## config.mk

```make
export PLATFORM = sky130hd
export DESIGN_NAME = tbl_walker
export DESIGN_NICKNAME = d
export VERILOG_FILES = /design/src/rtl/tbl_walker.sv
export SDC_FILE = /design/constraint.sdc
export NUM_CORES = 1
export LEC_CHECK = 0
export CORE_UTILIZATION = 33
export CTS_CLUSTER_SIZE = 10
export DETAILED_ROUTE_END_ITERATION = 8
export GPL_TIMING_DRIVEN = 0
export HOLD_SLACK_MARGIN = 0.05
export PLACE_DENSITY = 0.53
export SETUP_SLACK_MARGIN = 0.02
export SLEW_MARGIN = 10
export SYNTH_ARGS = -nofsm -noshare
export SYNTH_HDL_FRONTEND = slang
export SYNTH_SLANG_ARGS = --single-unit
```

## constraint.sdc

```tcl
create_clock -name clk -period 6.8 [get_ports clk]
set_input_delay 1.36 -clock clk [delete_from_list [all_inputs] [get_ports clk]]
set_output_delay 1.36 -clock clk [all_outputs]
set_load 0.01 [all_outputs]
```

## src/rtl/tbl_walker.sv

```systemverilog
module tbl_walker #(
  parameter int IDW = 24
) (
  input  logic           clk,
  input  logic           rst_n,
  input  logic           start,
  input  logic           wr,
  input  logic           ind,
  input  logic [1:0]     psz,
  input  logic [1:0]     esz,
  input  logic [35:0]    pa,
  input  logic [IDW-1:0] id,
  input  logic [63:0]    wdata,
  output logic           busy,
  output logic           done,
  output logic           ent_valid,
  output logic           bus_err,
  output logic [63:0]    rdata,
  output logic           mem_req,
  output logic           mem_we,
  output logic [51:0]    mem_addr,
  output logic [63:0]    mem_wdata,
  input  logic           mem_ack,
  input  logic           mem_err,
  input  logic [63:0]    mem_rdata
);
  localparam int AW = 52;

  typedef enum logic [1:0] {IDLE, LVL1, LEAF} st_t;
  st_t st;

  logic          op_wr;
  logic [4:0]    pg_lg;
  logic [2:0]    es_lg;
  logic [AW-1:0] base_q, leaf_q, id_q;
  logic [63:0]   wd_q;

  logic [4:0]    pg_lg_in;
  logic [2:0]    es_lg_in;
  logic [AW-1:0] base_in, id_in, l1_addr, l2_off, l2_mask;

  assign pg_lg_in = (psz == 2'd0) ? 5'd12 : (psz == 2'd1) ? 5'd14 : 5'd16;
  assign es_lg_in = 3'(esz) + 3'd3;
  assign base_in  = psz[1] ? {pa[3:0], pa[35:4], 16'b0} : {4'b0, pa, 12'b0};
  assign id_in    = AW'(id);

  assign l1_addr  = base_q + ((id_q >> (pg_lg - 5'd3)) << 3);
  assign l2_mask  = (AW'(1) << (pg_lg - 5'(es_lg))) - AW'(1);
  assign l2_off   = (id_q & l2_mask) << es_lg;

  assign busy      = (st != IDLE);
  assign mem_req   = busy;
  assign mem_we    = (st == LEAF) && op_wr;
  assign mem_addr  = (st == LVL1) ? l1_addr : leaf_q;
  assign mem_wdata = wd_q;

  always_ff @(posedge clk or negedge rst_n) begin
    if (!rst_n) begin
      st        <= IDLE;
      op_wr     <= 1'b0;
      pg_lg     <= 5'd12;
      es_lg     <= 3'd3;
      base_q    <= '0;
      leaf_q    <= '0;
      id_q      <= '0;
      wd_q      <= '0;
      done      <= 1'b0;
      ent_valid <= 1'b0;
      bus_err   <= 1'b0;
      rdata     <= '0;
    end else begin
      done <= 1'b0;
      case (st)
        IDLE: if (start) begin
          op_wr  <= wr;
          pg_lg  <= pg_lg_in;
          es_lg  <= es_lg_in;
          base_q <= base_in;
          id_q   <= id_in;
          wd_q   <= wdata;
          leaf_q <= base_in + (id_in << es_lg_in);
          st     <= ind ? LVL1 : LEAF;
        end
        LVL1: if (mem_ack) begin
          if (mem_err || !mem_rdata[63]) begin
            st        <= IDLE;
            done      <= 1'b1;
            bus_err   <= mem_err;
            ent_valid <= 1'b0;
            rdata     <= '0;
          end else begin
            leaf_q <= AW'(mem_rdata[50:0]) + l2_off;
            st     <= LEAF;
          end
        end
        LEAF: if (mem_ack) begin
          st        <= IDLE;
          done      <= 1'b1;
          bus_err   <= mem_err;
          ent_valid <= !mem_err && (op_wr || mem_rdata[0]);
          rdata     <= (mem_err || op_wr) ? 64'd0 : mem_rdata;
        end
        default: st <= IDLE;
      endcase
    end
  end
endmodule

```

==> results of run 1 <==
-- layout by cell type (no fill, tap or decap), drive strengths merged, types with 57 or more instances in the layout --
cell	count
clkdlybuf4s50	382
nand2	311
dfrtp	253
o21ai	182
nor2	181
mux2	163
a21oi	138
clkbuf	137
ha	67
xnor2	57
-- routing by layer --
metal,up-vias,global-route usage [%]
met5,-,0
met4,2,7.92
met3,120,4.80
met2,623,44.8
met1,8647,33.6
li1,8161,-
-- final timing paths --
| check | slack [ps] | to | from |
|---|---|---|---|
| worst max register to register | 250 | leaf_q[27]$_DFFE_PN0P_ | es_lg[1]$_DFFE_PN1P_ |
| worst min register to register | 480 | rdata[46]$_DFFE_PN0P_ | rdata[46]$_DFFE_PN0P_ |
| min in group asynchronous | 850 | mem_wdata[8]$_DFFE_PN0P_ | rst_n |
| worst min-delay path | 480 | rdata[46]$_DFFE_PN0P_ | rdata[46]$_DFFE_PN0P_ |
| max in group asynchronous | 4980 | pg_lg[3]$_DFFE_PN1P_ | rst_n |
| worst max-delay path | 180 | mem_addr[50] | pg_lg[1]$_DFFE_PN0P_ |
-- layout make-up --
class / instances / area (um2)
Antenna cell: 1 / 2.50
Tap cell: 688 / 861
Timing Repair Buffer: 398 / 3990
Inverter: 40 / 158
Buffer: 116 / 509
Clock buffer: 48 / 945
Sequential cell: 256 / 6410
Fill cell: 5303 / 29000
Multi-Input combinational cell: 1638 / 11000
Clock inverter: 7 / 63.8
-- sequential cells by signal, summed over array words and instances, names as in the netlist --
signal,flops
leaf_q,52
op_wr,1
bus_err,1
mem_wdata,64
pg_lg,3
id_q,24
rdata,64
st,2
ent_valid,1
es_lg,3
done,1
base_q,40
-- what timing repair did --
| item | 4_1_cts | 5_1_grt |
|---|---|---|
| endpoints found under the hold margin | 0 | 0 |
| resized for setup | 31 | 60 |
| endpoints found under the setup margin | 43 | 46 |
| buffers inserted | 5 | 8 |
| pin swaps | 3 | 14 |
-- cells by family (layout without fill, tap and decap cells) --
kind of cell / after synthesis / in the layout
XOR/XNOR: 113 / 113
adder cells (fa/ha/maj): 70 / 70
other: 0 / 1
multiplexers: 222 / 222
AO/OA/AOI/OAI: 513 / 513
AND/OR/NAND/NOR: 720 / 720
flip-flops: 256 / 256
buffers and inverters: 161 / 609
-- worst max-delay path: cells and delay by family (launching register included) --
family	cells	cell delay, ps
buffers and inverters	4	1290
AO/OA/AOI/OAI	6	1480
multiplexers	1	130
XOR/XNOR	1	160
adder cells (fa/ha/maj)	2	650
AND/OR/NAND/NOR	3	600
flip-flops	1	410
-- through the flow --
step                      setup WS, ps  utilization [%]  std cells
after floorplan                    406                -       2055
after global placement           -7330             42.5       3126
after detailed placement         -1350             42.6       3128
after CTS                        -43.1             44.8       3188
after global routing             -28.5             45.2       3192
final                              176             45.2       3192
-- power by group --
group	switching, mW	internal, mW	total, mW
clock	0.706	1.00	1.71
sequential	0.583	2.25	2.84
combinational	5.66	4.02	9.69
total	6.95	7.28	14.2
==> impl_metrics.tcl, run 1 <==
set metrics [dict create \
    outcome "finished, final reports clean" \
    hold_viol 0 \
    htreeDepth 2 \
    numPortBuffers 383 \
    routed.top_layer "met5" \
    p_per_area_nw_per_um2 594 \
    yosysTopAreaCell "dfrtp_1" \
    via_count 17553 \
    remaining_drc_errors 0 \
    peakVddDrop_mv 0.283 \
    period_share_pct 97.4 \
    synth_xor_xnor_area_share_pct 5.60 \
    dp_hpwl_mm 58.4 \
    ctsRootBufferMaster "clkbuf_16" \
    muxShareOfSynthArea_pct 14.0 \
    synth_fa_ha_area_share_pct 5.04 \
    routed_wl_mm 73.2 \
    relSlewSlack_pct 12.4 \
    final_max_slew_viol_count 0 \
    met1_length_mm 30.8 \
    synth_top_flop_cell "dfrtp_1" \
    synth.avg_cell_area_um2 8.67 \
    endpoint_kind "output port" \
    synth_top_cell_area_share_pct 35.5 \
    nets 2753 \
    synth.area.top_cells "dfrtp_1, mux2_2, nand2_1" \
    synth_seq_cells 256 \
    min_period_ps 6620 \
    path_class "flop to output port" \
    yosys_warnings 0 \
    wl_met2_mm 35.4 \
    clkSinkCount 256 \
    cts_buffers 34 \
    critPathLaunchType "flop" \
    drive_gt1_share_pct 12.4 \
    overflow 0 \
    core_area_um2 53000 \
    crit_slowest_cell "clkdlybuf4s50_1" \
    syn_area_um2 17800 \
    antenna_found_initial 3 \
    grt_pass1_vias 17442 \
    rows 84 \
    arrival_ps 5260 \
    synth_commonest_cells "nand2_1, dfrtp_1, nor2_1" \
    die_area_um2 54900 \
    hold_ws_ps 478 \
    cts.hold.buffers_added 0 \
    clock.fmax_ghz 0.151 \
    via_per_inst 5.50 \
    post-synth-top-count-cell "nand2_1" \
    grt_first_pass_wirelength_mm 108 \
    grtUsageTotal_pct 26.3 \
    synth-edff-count 0 \
    synthArstFlopShare_pct 100 \
    grt_max_degree 95 \
    ys_seq_area_share_pct 36.0 \
    initial_core_util_pct 33.6 \
    fin_skew_ps 19.2 \
    worstPathMaxFanout 10 \
    slowest_delay_ps 610 \
    syn_inst 2055 \
    die_x_um 234 \
    leakagePower_nw 9.78 \
    area_growth_pct 34.4 \
    synth_compound_area_share_pct 17.8 \
    finalPower_mw 14.2 \
    syn-num-nets 2324 \
    synth.distinct_cells 83 \
    rr_worst_depth 28 \
    drv_cap 0 \
    detail-route-antenna-nets 0 \
    drt_iter0_markers 1247 \
    required_ps 5440 \
    fin_tns_setup_ps 0 \
    drt_pass1_iterations 5 \
    setup_viol 0 \
    placedInstanceArea_um2 22600 \
    fp.dieH_um 234 \
    worst_slew_pin_slew_ps 1310 \
    cts_buffer_depth 3 \
    crit_chain "clkbuf_1 -> clkbuf_4 -> mux2i_1 -> o22ai_1 -> ha_1 -> inv_1 -> fa_1 -> nor2b_1 -> o21ai_0 -> a21boi_0 -> o21a_1 -> o2111ai_1 -> nor3_1 -> nand2_1 -> xor2_1 -> a21oi_1 -> clkdlybuf4s50_1" \
    cts_tree "done" \
    finalInstanceArea_um2 24000 \
    min_path_cells 2 \
    clkLatencyLatePin_ps 550 \
    routabilityCongestion 0.978 \
    hold_class "flop to flop" \
    wl_met3_mm 4.65 \
    wl_per_cell_um 22.9 \
    pin_count 385 \
    rsz0062_at_grt "yes" \
    synth_top_family_by_area "simple AND/OR/NAND/NOR gates" \
    synthSimpleGateAreaFrac_pct 18.1 \
    cts.clk_slew.worst_paths_ps 50 \
]
Note: power is estimated with default switching activity, not from simulation.
==> inputs of run 2 (changes only) <==
--- a/config.mk
+++ b/config.mk
@@ -8,7 +8,6 @@
 export CORE_UTILIZATION = 33
 export CTS_CLUSTER_SIZE = 10
 export DETAILED_ROUTE_END_ITERATION = 8
-export GPL_TIMING_DRIVEN = 0
 export HOLD_SLACK_MARGIN = 0.05
 export PLACE_DENSITY = 0.53
 export SETUP_SLACK_MARGIN = 0.02
==> impl_metrics.tcl, run 2 (same netlist as run 1, synthesis figures left out) <==
set metrics [dict create \
    outcome "finished, final reports clean" \
    htreeDepth 2 \
    clkLatencyLatePin_ps 550 \
    cts_buffer_depth 3 \
    pin_count 385 \
    placedInstanceArea_um2 22600 \
    drt_iter0_markers 1182 \
    arrival_ps 5120 \
    clkSinkCount 256 \
    setup_viol 0 \
    overflow 0 \
    fin_skew_ps 15.0 \
    rows 84 \
    drt_pass1_iterations 5 \
    nets 2691 \
    core_area_um2 53000 \
    pwr-share-seq_pct 20.4 \
    min_period_ps 6480 \
    required_ps 5440 \
    via_count 16867 \
    drv_cap 0 \
    finalInstanceArea_um2 23700 \
    die_x_um 234 \
    grt_max_degree 80 \
    path_class "flop to output port" \
    clock.fmax_ghz 0.154 \
    leakagePower_nw 9.84 \
    antenna_found_initial 0 \
    combinationalPowerShare_pct 67.0 \
    via_per_inst 5.39 \
    hold_class "flop to flop" \
    grtUsageTotal_pct 24.9 \
    worst_slew_pin_slew_ps 1060 \
    initial_core_util_pct 33.6 \
    area_growth_pct 32.9 \
    drive_gt1_share_pct 13.1 \
    final_core_util_pct 44.7 \
    wl_met2_mm 33.6 \
    critPathLaunchType "flop" \
    p_clk_share_pct 12.6 \
    detail-route-antenna-nets 0 \
    layout_commonest_cell "clkdlybuf4s50_1" \
    final_cell_mix "clkdlybuf4s50_1, nand2_1, dfrtp_1" \
    cts_tree "done" \
    routabilityCongestion 0.935 \
    routed_wl_mm 69.1 \
    intPower_mw 7.24 \
    fin_ws_ps 317 \
    wl_per_cell_um 22.1 \
    final_max_slew_viol_count 0 \
    remaining_drc_errors 0 \
    wl_met3_mm 4.26 \
    cts.clk_slew.worst_paths_ps 60 \
    diodes 0 \
    relSlewSlack_pct 29.3 \
    cts_buffers 35 \
    peakVddDrop_mv 0.244 \
    p_per_area_nw_per_um2 587 \
    period_share_pct 95.3 \
    rsz0062_at_grt "yes" \
    grt_first_pass_wirelength_mm 102 \
    routed.top_layer "met4" \
    worstPathMaxFanout 21 \
    hold_viol 0 \
    fillCellCount 5263 \
    numPortBuffers 384 \
    die_area_um2 54900 \
    dp_hpwl_mm 54.6 \
    fp.dieH_um 234 \
    met1_length_mm 29.1 \
    endpoint_kind "output port" \
    grt_pass1_vias 16507 \
    finalPower_mw 13.9 \
    ctsRootBufferMaster "clkbuf_16" \
    p_sw_share_pct 48.0 \
    post-place-ws_ps 488 \
    fin_tns_setup_ps 0 \
    p_sw_mw 6.67 \
]
[run 2: stage by stage]
stage / cells / hold slack (ps)
floorplan: 2055 / 442
global placement: 3073 / 459
detailed placement: 3073 / 465
CTS: 3131 / 479
global route: 3131 / 495
finish: 3131 / 474
[run 2: metal layers]
layer | vias to the layer above | track usage [%]
met5 | - | 0
met4 | 0 | 7.84
met3 | 96 | 4.83
met2 | 560 | 42.1
met1 | 8188 | 31.7
li1 | 8023 | -
[run 2: worst paths after layout]
path                                        from                  endpoint  slack, ps  depth (start not counted)
setup reg to reg            es_lg[1]$_DFFE_PN1P_    leaf_q[42]$_DFFE_PN0P_        490                         25
max in group asynchronous                  rst_n    leaf_q[33]$_DFFE_PN0P_       4590                          2
hold / removal             rdata[32]$_DFFE_PN0P_     rdata[32]$_DFFE_PN0P_        470                          2
min in group asynchronous                  rst_n  mem_wdata[8]$_DFFE_PN0P_        800                          1
setup / recovery            pg_lg[3]$_DFFE_PN1P_              mem_addr[26]        320                         16
hold reg to reg            rdata[32]$_DFFE_PN0P_     rdata[32]$_DFFE_PN0P_        470                          2
[run 2: cell type report]
type	count	area [um2]	share of cell area (%)
multi-input cells	1638	10800	45.8
flip-flops and latches	256	6410	27.1
repair buffers	451	4350	18.4
clock buffers	51	1020	4.29
well taps	688	861	3.64
inverters	40	150	0.634
clock inverters	7	41.3	0.174
[run 2: worst max-delay path: stages, from the launching register on]
cell	delay, ps
dfstp_2	540
buf_4	270
nand2b_1	340
o22ai_1	280
ha_1	210
inv_1	50
fa_1	390
nor2b_1	110
o21ai_0	100
a21boi_0	260
o21a_1	230
nor2_1	120
nor3_2	350
and3_1	220
xnor2_1	90
a21oi_1	370
clkdlybuf4s50_1	640
[run 2: power groups by stage]
stage	logic [mW]	clock network, mW	registers [mW]
5_1_grt	10.1	1.86	2.92
4_1_cts	9.38	1.80	2.84
3_3_place_gp	9.37	0	2.84
6_report	9.32	1.75	2.83
3_5_place_dp	9.33	0	2.85
2_1_floorplan	5.44	0	2.81
[run 2: repair_timing]
action | 4_1_cts | 5_1_grt
setup endpoints to repair | 0 | 10
setup buffers | 0 | 0
hold buffers | 0 | 0
endpoints found under the hold margin | 0 | 0
resized for setup | 0 | 5
